===== src/rtl/p2c_pkg.sv =====
package p2c_pkg;
   // Which of the two hash lanes produced the winning candidate
   typedef enum logic [0:0] {
      PICK_A = 1'b0,
      PICK_B = 1'b1
   } pick_e;

   localparam int unsigned LANES = 2;

   // Odd multipliers for the two independent hash lanes
   localparam logic [31:0] HASH_MULT_A = 32'h9E3779B1;
   localparam logic [31:0] HASH_MULT_B = 32'h85EBCA77;
endpackage


===== src/rtl/p2c_hash.sv =====
module p2c_hash #(
   parameter int unsigned     KEY_W = 32,
   parameter int unsigned     SRV_W = 4,
   parameter logic [KEY_W-1:0] MULT = '1
) (
   input  logic [KEY_W-1:0] key,
   output logic [SRV_W-1:0] idx
);
   // Multiplicative hash: the upper bits of the truncated product mix every key bit
   logic [KEY_W-1:0] mixed;

   assign mixed = key * MULT;
   assign idx   = mixed[KEY_W-1 -: SRV_W];

   if (MULT[0] != 1'b1) begin : g_even_mult
      $error("p2c_hash: multiplier must be odd");
   end
endmodule


===== src/rtl/p2c_srv_table.sv =====
module p2c_srv_table #(
   parameter int unsigned SRV_W    = 4,
   parameter int unsigned LOAD_W   = 16,
   parameter int unsigned VEL_W    = 8,
   parameter int unsigned TIME_W   = 16,
   parameter int unsigned RD_PORTS = 2
) (
   input  logic                             clk,
   input  logic                             rst_n,
   input  logic                             wr_en,
   input  logic [SRV_W-1:0]                 wr_idx,
   input  logic [LOAD_W-1:0]                wr_qlen,
   input  logic [VEL_W-1:0]                 wr_vel,
   input  logic [TIME_W-1:0]                wr_time,
   input  logic [RD_PORTS-1:0][SRV_W-1:0]   rd_idx,
   output logic [RD_PORTS-1:0][LOAD_W-1:0]  rd_qlen,
   output logic [RD_PORTS-1:0][VEL_W-1:0]   rd_vel,
   output logic [RD_PORTS-1:0][TIME_W-1:0]  rd_time
);
   localparam int unsigned NSRV = 1 << SRV_W;

   logic [LOAD_W-1:0] qlen_q [NSRV];
   logic [VEL_W-1:0]  vel_q  [NSRV];
   logic [TIME_W-1:0] time_q [NSRV];

   always_ff @(posedge clk or negedge rst_n) begin
      if (!rst_n) begin
         for (int i = 0; i < NSRV; i++) begin
            qlen_q[i] <= '0;
            vel_q[i]  <= '0;
            time_q[i] <= '0;
         end
      end else if (wr_en) begin
         qlen_q[wr_idx] <= wr_qlen;
         vel_q[wr_idx]  <= wr_vel;
         time_q[wr_idx] <= wr_time;
      end
   end

   // Asynchronous read: a same-edge write is not yet visible to the reader
   for (genvar p = 0; p < RD_PORTS; p++) begin : g_rd
      assign rd_qlen[p] = qlen_q[rd_idx[p]];
      assign rd_vel[p]  = vel_q[rd_idx[p]];
      assign rd_time[p] = time_q[rd_idx[p]];
   end
endmodule


===== src/rtl/p2c_load_est.sv =====
module p2c_load_est #(
   parameter int unsigned LOAD_W = 16,
   parameter int unsigned VEL_W  = 8,
   parameter int unsigned TIME_W = 16
) (
   input  logic              clk,
   input  logic [LOAD_W-1:0] in_qlen,
   input  logic [VEL_W-1:0]  in_vel,
   input  logic [TIME_W-1:0] in_stamp,
   input  logic [TIME_W-1:0] in_now,
   output logic [LOAD_W-1:0] load
);
   localparam int unsigned PROD_W = VEL_W + TIME_W;

   logic [TIME_W-1:0] elapsed;
   logic [PROD_W-1:0] prod_full;
   logic [LOAD_W-1:0] drain;
   logic [LOAD_W-1:0] drain_q;
   logic [LOAD_W-1:0] qlen_q;

   // Modular difference so a wrapped time counter still ages correctly
   assign elapsed   = in_now - in_stamp;
   assign prod_full = PROD_W'(in_vel) * PROD_W'(elapsed);

   if (PROD_W > LOAD_W) begin : g_sat
      assign drain = (|prod_full[PROD_W-1:LOAD_W]) ? {LOAD_W{1'b1}}
                                                    : prod_full[LOAD_W-1:0];
   end else begin : g_fit
      assign drain = LOAD_W'(prod_full);
   end

   // Stage 2: drain amount; stage 3: clamped remainder
   always_ff @(posedge clk) begin
      drain_q <= drain;
      qlen_q  <= in_qlen;
   end

   always_ff @(posedge clk) begin
      load <= (qlen_q > drain_q) ? (qlen_q - drain_q) : '0;
   end
endmodule


===== src/rtl/p2c_dispatch.sv =====
module p2c_dispatch
   import p2c_pkg::*;
#(
   parameter int unsigned      KEY_W  = 32,
   parameter int unsigned      SRV_W  = 4,
   parameter int unsigned      LOAD_W = 16,
   parameter int unsigned      VEL_W  = 8,
   parameter int unsigned      TIME_W = 16,
   parameter logic [KEY_W-1:0] MULT_A = KEY_W'(HASH_MULT_A),
   parameter logic [KEY_W-1:0] MULT_B = KEY_W'(HASH_MULT_B)
) (
   input  logic              clk,
   input  logic              rst_n,
   input  logic              in_valid,
   input  logic              in_new,
   input  logic [KEY_W-1:0]  in_key,
   input  logic [SRV_W-1:0]  in_echo_id,
   input  logic [TIME_W-1:0] now_time,
   input  logic              fb_valid,
   input  logic [SRV_W-1:0]  fb_id,
   input  logic [LOAD_W-1:0] fb_qlen,
   input  logic [VEL_W-1:0]  fb_vel,
   input  logic [TIME_W-1:0] fb_time,
   output logic              out_valid,
   output logic [SRV_W-1:0]  out_id
);
   localparam int unsigned NL = LANES;

   if (SRV_W < 4 || SRV_W > 8) begin : g_bad_srv_w
      $error("p2c_dispatch: SRV_W must be 4..8 (16..256 servers)");
   end
   if (KEY_W < SRV_W) begin : g_bad_key_w
      $error("p2c_dispatch: KEY_W must cover SRV_W");
   end
   if (MULT_A == MULT_B) begin : g_same_mult
      $error("p2c_dispatch: hash lanes need distinct multipliers");
   end

   // Candidate indices and table reads (combinational, cycle of the key)
   logic [NL-1:0][SRV_W-1:0]  cand_idx;
   logic [NL-1:0][LOAD_W-1:0] rd_qlen;
   logic [NL-1:0][VEL_W-1:0]  rd_vel;
   logic [NL-1:0][TIME_W-1:0] rd_time;

   // Stage 1 registers
   logic                      s1_valid, s1_new;
   logic [SRV_W-1:0]          s1_echo;
   logic [NL-1:0][SRV_W-1:0]  s1_idx;
   logic [NL-1:0][LOAD_W-1:0] s1_qlen;
   logic [NL-1:0][VEL_W-1:0]  s1_vel;
   logic [NL-1:0][TIME_W-1:0] s1_time;
   logic [TIME_W-1:0]         s1_now;

   // Stage 2 and 3 control
   logic                      s2_valid, s2_new, s3_valid, s3_new;
   logic [SRV_W-1:0]          s2_echo, s3_echo;
   logic [NL-1:0][SRV_W-1:0]  s2_idx, s3_idx;

   // Lane load estimates (aligned with stage 3)
   logic [NL-1:0][LOAD_W-1:0] lane_load;

   // Named taps for the bound checker
   logic [SRV_W-1:0]  cand_a, cand_b;
   logic [LOAD_W-1:0] load_a, load_b;

   pick_e pick;

   p2c_srv_table #(
      .SRV_W(SRV_W), .LOAD_W(LOAD_W), .VEL_W(VEL_W), .TIME_W(TIME_W), .RD_PORTS(NL)
   ) u_table (
      .clk     (clk),
      .rst_n   (rst_n),
      .wr_en   (fb_valid),
      .wr_idx  (fb_id),
      .wr_qlen (fb_qlen),
      .wr_vel  (fb_vel),
      .wr_time (fb_time),
      .rd_idx  (cand_idx),
      .rd_qlen (rd_qlen),
      .rd_vel  (rd_vel),
      .rd_time (rd_time)
   );

   for (genvar l = 0; l < NL; l++) begin : g_lane
      localparam logic [KEY_W-1:0] LANE_MULT = (l == 0) ? MULT_A : MULT_B;

      p2c_hash #(.KEY_W(KEY_W), .SRV_W(SRV_W), .MULT(LANE_MULT)) u_hash (
         .key (in_key),
         .idx (cand_idx[l])
      );

      p2c_load_est #(.LOAD_W(LOAD_W), .VEL_W(VEL_W), .TIME_W(TIME_W)) u_est (
         .clk      (clk),
         .in_qlen  (s1_qlen[l]),
         .in_vel   (s1_vel[l]),
         .in_stamp (s1_time[l]),
         .in_now   (s1_now),
         .load     (lane_load[l])
      );
   end

   // Valid pipeline
   always_ff @(posedge clk or negedge rst_n) begin
      if (!rst_n) begin
         s1_valid  <= 1'b0;
         s2_valid  <= 1'b0;
         s3_valid  <= 1'b0;
         out_valid <= 1'b0;
      end else begin
         s1_valid  <= in_valid;
         s2_valid  <= s1_valid;
         s3_valid  <= s2_valid;
         out_valid <= s3_valid;
      end
   end

   // Data pipeline
   always_ff @(posedge clk) begin
      s1_new  <= in_new;
      s1_echo <= in_echo_id;
      s1_idx  <= cand_idx;
      s1_qlen <= rd_qlen;
      s1_vel  <= rd_vel;
      s1_time <= rd_time;
      s1_now  <= now_time;
      s2_new  <= s1_new;
      s2_echo <= s1_echo;
      s2_idx  <= s1_idx;
      s3_new  <= s2_new;
      s3_echo <= s2_echo;
      s3_idx  <= s2_idx;
   end

   // Strictly lower lane B wins; ties and identical candidates go to lane A
   assign pick = (lane_load[1] < lane_load[0]) ? PICK_B : PICK_A;

   always_ff @(posedge clk or negedge rst_n) begin
      if (!rst_n) begin
         out_id <= '0;
      end else if (s3_valid) begin
         if (!s3_new)             out_id <= s3_echo;
         else if (pick == PICK_B) out_id <= s3_idx[1];
         else                     out_id <= s3_idx[0];
      end
   end

   assign cand_a = cand_idx[0];
   assign cand_b = cand_idx[1];
   assign load_a = lane_load[0];
   assign load_b = lane_load[1];
endmodule


===== config.mk =====
export PLATFORM = sky130hd
export DESIGN_NAME = p2c_dispatch
export DESIGN_NICKNAME = d
export VERILOG_FILES = /design/src/rtl/p2c_pkg.sv /design/src/rtl/p2c_hash.sv /design/src/rtl/p2c_srv_table.sv /design/src/rtl/p2c_load_est.sv /design/src/rtl/p2c_dispatch.sv
export SDC_FILE = /design/constraint.sdc
export NUM_CORES = 2
export LEC_CHECK = 0
export ABC_AREA = 1
export BUFFER_PORTS_ARGS = -buffer_cell sky130_fd_sc_hd__buf_2
export CAP_MARGIN = 5
export CORE_ASPECT_RATIO = 1.4
export CORE_MARGIN = 3
export CORE_UTILIZATION = 45
export CTS_BUF_LIST = sky130_fd_sc_hd__clkbuf_4 sky130_fd_sc_hd__clkbuf_8
export CTS_CLUSTER_SIZE = 20
export DETAILED_ROUTE_END_ITERATION = 8
export PLACE_DENSITY = 0.68
export SKIP_LAST_GASP = 1
export SYNTH_ARGS = -nofsm -noshare
export SYNTH_HDL_FRONTEND = slang
export SYNTH_SLANG_ARGS = --single-unit
export TNS_END_PERCENT = 50

===== constraint.sdc =====
create_clock -name clk -period 7.4 [get_ports clk]
set_input_delay 1.48 -clock clk [delete_from_list [all_inputs] [get_ports clk]]
set_output_delay 1.48 -clock clk [all_outputs]
set_load 0.01 [all_outputs]

[Yosys cells after proc, flatten, opt, wreduce, memory -nomap -nowiden]
Cells that the tools add are included.
Operators by class
  add/subtract/negate cells: 4
  $mul: 4
  div/mod/pow operators: 0
  $lt $le $gt $ge: 7
  equal/unequal tests: 0
  shift-type cells: 0
  multiplexer cells: 28
  bitwise gates (word level): 3
  reductions and logical operators: 3
Operator list (count)
  $bwmux 256: 2
  $bmux 16 s4: 4
  $mux 16: 9
  $bwmux 128: 1
  $bmux 8 s4: 2
  $demux 16 s4: 1
  $mul 32x32->32 const B: 2
  $sub 16x16->16: 4
  $mul 8x16->24: 2
  $mux 8: 5
  $demux 8 s4: 1
  $gt 16x16->1: 2
  $lt 16x16->1: 1
  $reduce_or 8->1: 2
  $ge 5x5->1 const B: 3
  $not 4->5: 3
  $mux 4: 2
  $lt 5x1->1 const B: 1
  $logic_and 1x1->1: 1
  $mux 1: 1
Word-level totals
  flip-flop bits (word level): 879
  latch bits: 0
  bits in writable memories: 0
  memory bits (read-only): 0
  input port bits: 101
  output and inout bits: 5
  logic and storage cells: 127
  memories: 0

[Logic depth before layout (Yosys ltp)]
  depth in word-level cells: 6
  mapped depth: 35
  gate-level depth less buffers: 34

[Hierarchy]
Synthesis repeated with hierarchy kept, for this count alone.
Second synthesis, totals
  cell total of the unflattened synthesis: 9772
  area, all modules: 73055.1 sq um
By module, submodules not included
  p2c_srv_table: instances 1, cells each 5551, area an instance 36896.6 sq um, sequential area each 16015.4 sq um
  p2c_hash at g_lane[1].u_hash: instances 1, cells each 997, area an instance 9406.5 sq um, sequential area each 0.0 sq um
  p2c_hash at g_lane[0].u_hash: instances 1, cells each 974, area an instance 8834.7 sq um, sequential area each 0.0 sq um
  p2c_load_est at g_lane[1].u_est: instances 1, cells each 1003, area an instance 7274.5 sq um, sequential area each 960.9 sq um
  p2c_load_est at g_lane[0].u_est: instances 1, cells each 1003, area an instance 7163.1 sq um, sequential area each 960.9 sq um
  p2c_dispatch: instances 1, cells each 244, area an instance 3479.6 sq um, sequential area each 2902.8 sq um

[Worst setup path after synthesis]
OpenSTA, ideal clock, no wires.
  path type: input-to-reg
  start: input port in_key[5]
  end: register s1_qlen[0] (netlist bit)
  setup time: 0.112 ns
  arrival: 7.444 ns
  data required time: 7.288 ns
  path slack: -0.156 ns
  stages on the path: 31
  buffers on the path: 2
  cell sequence: inv_1 > fa_1 > fa_1 > fa_1 > fa_1 > inv_1 > fa_1 > inv_1 > fa_1 > inv_1 > fa_1 > inv_1 > fa_1 > inv_1 > ha_1 > nand2_1 > inv_1 > a21oi_1 > nand2_1 > nand2_1 > nand3_2 > nand2_2 > nand2_2 > buf_4 > buf_2 > nand2_1 > nand3_1 > nand3_1 > nand2_1 > nand2_1 > nand2_1
RTL lines
  from (decl): line p2c_dispatch.sv:16  | input logic [KEY_W-1:0] in_key,
  to (signal assigned): line p2c_dispatch.sv:122  | s1_qlen <= rd_qlen;
  to (decl): line p2c_dispatch.sv:49  | logic [NL-1:0][LOAD_W-1:0] s1_qlen;

==> out/qor.log <==
[synth] largest cells by area after synthesis sky130_fd_sc_hd__dfrtp_1, sky130_fd_sc_hd__fa_1, sky130_fd_sc_hd__nand2_1, sky130_fd_sc_hd__nand3_1, sky130_fd_sc_hd__ha_1
[grt] pin count of the biggest net entering global routing 171
[detailed_routing] length of routed met2 wiring 124,000 µm
[timing] Final setup viols 20
[critical_path] signal arrival time at the worst endpoint 8280 ps
[clock_tree] Clock Sinks 879
[finish] Nets 10,820
[critical_path] kind of critical path in -> reg
[synth] Cells after Synth 9,094
[detailed_routing] met1 routed wirelength after detailed routing 91,000 µm
[critical_path] data required time at the worst endpoint 8210 ps
[critical_path] Setup crit start kind input port
[timing] tightest hold margin 310 ps
[floorplan] Die Wd 340 µm
[critical_path] Critical Path Max Stage Delay 580 ps
[flow_run] Max Cap Viol 0
[clock_tree] CTS tree yes
[clock_tree] Hold Buf Count CTS 0
[synth] area leader, netlist sky130_fd_sc_hd__dfrtp_1
[synth] Async SR Flop Fraction 0.737
[place] IO Port Bufs 105
[grt] antenna violations before repair 3
[floorplan] # IOs 106
[synth] Distinct cells, synth 49
[timing] Tmin final 7470 ps
[run_status] result of the run finished, violations left
[finish] most common library cell in the layout ignoring fill and taps sky130_fd_sc_hd__nand2_1
[grt] final global-route overflow total 0
[grt] global-route wire length before repair 387,000 µm
[clock_tree] number of buffers created by CTS 145
[detailed_routing] WL met3 23,700 µm
[timing] RSZ-0062 raised after global routing yes
[clock_tree] cell at the root of the clock tree sky130_fd_sc_hd__clkbuf_8
[timing] clock skew 57.3 ps
[synth] nets in the synthesized netlist 10,282
[synth] synthesized area per cell 7.72 µm²
[floorplan] Die Ht 473 µm
[finish] most frequent cells in the layout sky130_fd_sc_hd__nand2_1, sky130_fd_sc_hd__nand3_1, sky130_fd_sc_hd__inv_1
[synth] post-synthesis instance area 70,200 µm²
[critical_path] reg-to-reg critical path startpoint s1_time[1]
[finish] layout cells sized above 1 0.150
[floorplan] area inside the core boundary 154,000 µm²
[place] placer congestion estimate 1.01
[grt] all-layer global routing usage 0.312
[finish] post-layout instance count excluding filler cells 11,819
[timing] worst-case headroom to the max-slew limit 0.154
[timing] Final Hold Fails 0
[detailed_routing] remaining antenna violation count 0
[clock_tree] Clock Path Buffers 3
[synth] share of the synthesized area in the top cell type 0.231
[grt] number of global-route vias before repair 66,335
[place] detailed placement HPWL 182,000 µm
[detailed_routing] per-cell routed wire length 22.4 µm
[clock_tree] depth of the CTS H-tree 4
[clock_tree] Clk pin slew, worst setup/hold paths 70 ps
[finish] relative area change from synthesis to final layout 20.4%
[critical_path] Critical-path top delay cell sky130_fd_sc_hd__fa_1
[timing] Period Utilization, post-route 1.01
[detailed_routing] total iterations of the first detailed-routing run 7
[floorplan] DIE AREA 161,000 µm²
[detailed_routing] total via count after detailed routing 66,695
[timing] slack of the critical path -72.1 ps
[detailed_routing] aggregate routed wire length 264,000 µm
[place] Placed Cells incl. Taps 11,407
[floorplan] initial standard-cell utilization of the core 0.455
[critical_path] Critical Path Most Common Cell sky130_fd_sc_hd__fa_1
[run_status] failing checks negative setup slack
[hold_path] class of the worst hold path reg -> reg
[timing] transition time of the tightest slew-check pin 1270 ps
[hold_path] Worst Min Path Start s2_idx[1]
[detailed_routing] number of vias per cell 5.64
[timing] TNS Setup -394 ps
[synth] Seq/Total Area, Yosys 0.297
[critical_path] endpoint kind of the worst setup timing path flop
[synth] count of synthesis-stage warnings from yosys 0
[clock_tree] insertion delay of the later-clocked pin in the worst-skew pair 900 ps
[synth] prevailing post-synth register cell sky130_fd_sc_hd__dfrtp_1
[synth] number of register bits inferred by synthesis 879
[timing] achievable clock frequency 0.134 GHz
[critical_path] largest fanout on the critical path 8
[critical_path] Worst Setup SP in_key[10]
[detailed_routing] 1st-iter DRT viols 8,076
[timing] count of final max-slew check failures 0
[floorplan] std cell rows 170
[detailed_routing] highest routed metal layer met5
[detailed_routing] number of remaining DRC errors 0
[synth] number of enable flip-flop cells after synthesis 0
## per-stage QoR
| step | instance area (µm²) | util | setup slack, ps |
|---|---|---|---|
| 2_1_floorplan | 70300 | - | -0.236 |
| 3_3_place_gp | 77400 | 0.502 | -1160 |
| 3_5_place_dp | 77400 | 0.502 | -1190 |
| 4_1_cts | 81900 | 0.531 | -22.5 |
| 5_1_grt | 84500 | 0.548 | -230 |
| 6_report | 84500 | 0.548 | -72.1 |
## worst paths after layout
kind / slack, ps / cells past startpoint / endpoint
setup / recovery: -70 / 32 / s1_time[22]
hold / removal: 310 / 0 / s3_idx[1]
setup reg to reg: 350 / 30 / g_lane[0].u_est.drain_q[1]
hold reg to reg: 310 / 0 / s3_idx[1]
max in group asynchronous: 5150 / 2 / u_table.vel_q[16]
min in group asynchronous: 630 / 1 / u_table.time_q[46]
## area by class of cell
class                      count  area, µm²
clock inverter                50        529
sequential                   879      20800
tap                         2064       2580
antenna                        1       2.50
fill                       13878      69700
timing repair buffer         857       9150
clock buffer                 219       2740
inverter                    1260       4740
multi-input combinational   6489      43900
## layer usage
metal  GRT usage  vias up
met5           0        -
met4       0.236        2
met3      0.0534     1200
met2       0.525     3862
met1       0.355    31751
li1            -    29880
## cell usage after synthesis, types with 4 or more instances
library cell and instances:
sky130_fd_sc_hd__inv_1 1250, sky130_fd_sc_hd__o21ai_0 550, sky130_fd_sc_hd__ha_1 488, sky130_fd_sc_hd__nor2_1 449, sky130_fd_sc_hd__dfrtp_1 648, sky130_fd_sc_hd__nand3b_1 14
sky130_fd_sc_hd__a21o_1 18, sky130_fd_sc_hd__a31oi_1 6, sky130_fd_sc_hd__o21a_1 8, sky130_fd_sc_hd__nand3_1 1357, sky130_fd_sc_hd__buf_1 15, sky130_fd_sc_hd__o21ai_1 4
sky130_fd_sc_hd__inv_2 4, sky130_fd_sc_hd__nor4_1 7, sky130_fd_sc_hd__buf_2 146, sky130_fd_sc_hd__nand2_2 11, sky130_fd_sc_hd__nand4_1 20, sky130_fd_sc_hd__buf_4 61
sky130_fd_sc_hd__xor2_1 66, sky130_fd_sc_hd__nor3_1 16, sky130_fd_sc_hd__fa_1 599, sky130_fd_sc_hd__and2_1 4, sky130_fd_sc_hd__dfxtp_1 231, sky130_fd_sc_hd__clkinv_1 6
sky130_fd_sc_hd__a21boi_0 5, sky130_fd_sc_hd__clkbuf_1 244, sky130_fd_sc_hd__xnor2_1 48, sky130_fd_sc_hd__nor3b_1 5, sky130_fd_sc_hd__a21oi_1 335, sky130_fd_sc_hd__nand3_2 15
sky130_fd_sc_hd__o211ai_1 4, sky130_fd_sc_hd__or2_2 38, sky130_fd_sc_hd__buf_6 5, sky130_fd_sc_hd__nand2_1 2389, sky130_fd_sc_hd__o21bai_1 8
## sequential cells by signal (all words and copies together), names as in the netlist, 8 cells and up
name	flops
u_table.qlen_q	256
u_table.time_q	256
u_table.vel_q	128
g_lane.u_est.drain_q	32
g_lane.u_est.load	32
g_lane.u_est.qlen_q	32
s1_qlen	32
s1_time	32
s1_now	16
s1_vel	16
s1_idx	8
s2_idx	8
s3_idx	8
## cell families (layout without fill, tap and decap cells)
| kind of cell | after synthesis | after routing | share of synthesized area |
|---|---|---|---|
| AOI/OAI and AO/OA | 948 | 948 | 0.0698 |
| xor gates and xnor gates | 114 | 114 | 0.0142 |
| DFF | 879 | 879 | 0.297 |
| and+or+nand+nor | 4333 | 4340 | 0.262 |
| other | 0 | 1 | 0 |
| adders and majority gates | 1087 | 1087 | 0.258 |
| buffers and inverters | 1733 | 2386 | 0.0992 |
## what timing repair did
| item | 4_1_cts | 5_1_grt |
|---|---|---|
| buffers inserted | 36 | 57 |
| setup endpoints to repair | 80 | 105 |
| hold endpoints to repair | 0 | 0 |
| cloned | 13 | 36 |
| resized for setup | 104 | 295 |
| pin swaps | 50 | 116 |
## worst max-delay path, delay by kind of cell
family | cells | cell delay (ps)
fa+ha+maj | 9 | 4330
simple gates | 14 | 1600
buf+inv | 9 | 850
Power is not shown: default switching activity piles up to over one toggle a cycle in this logic, so the estimate is an artifact.
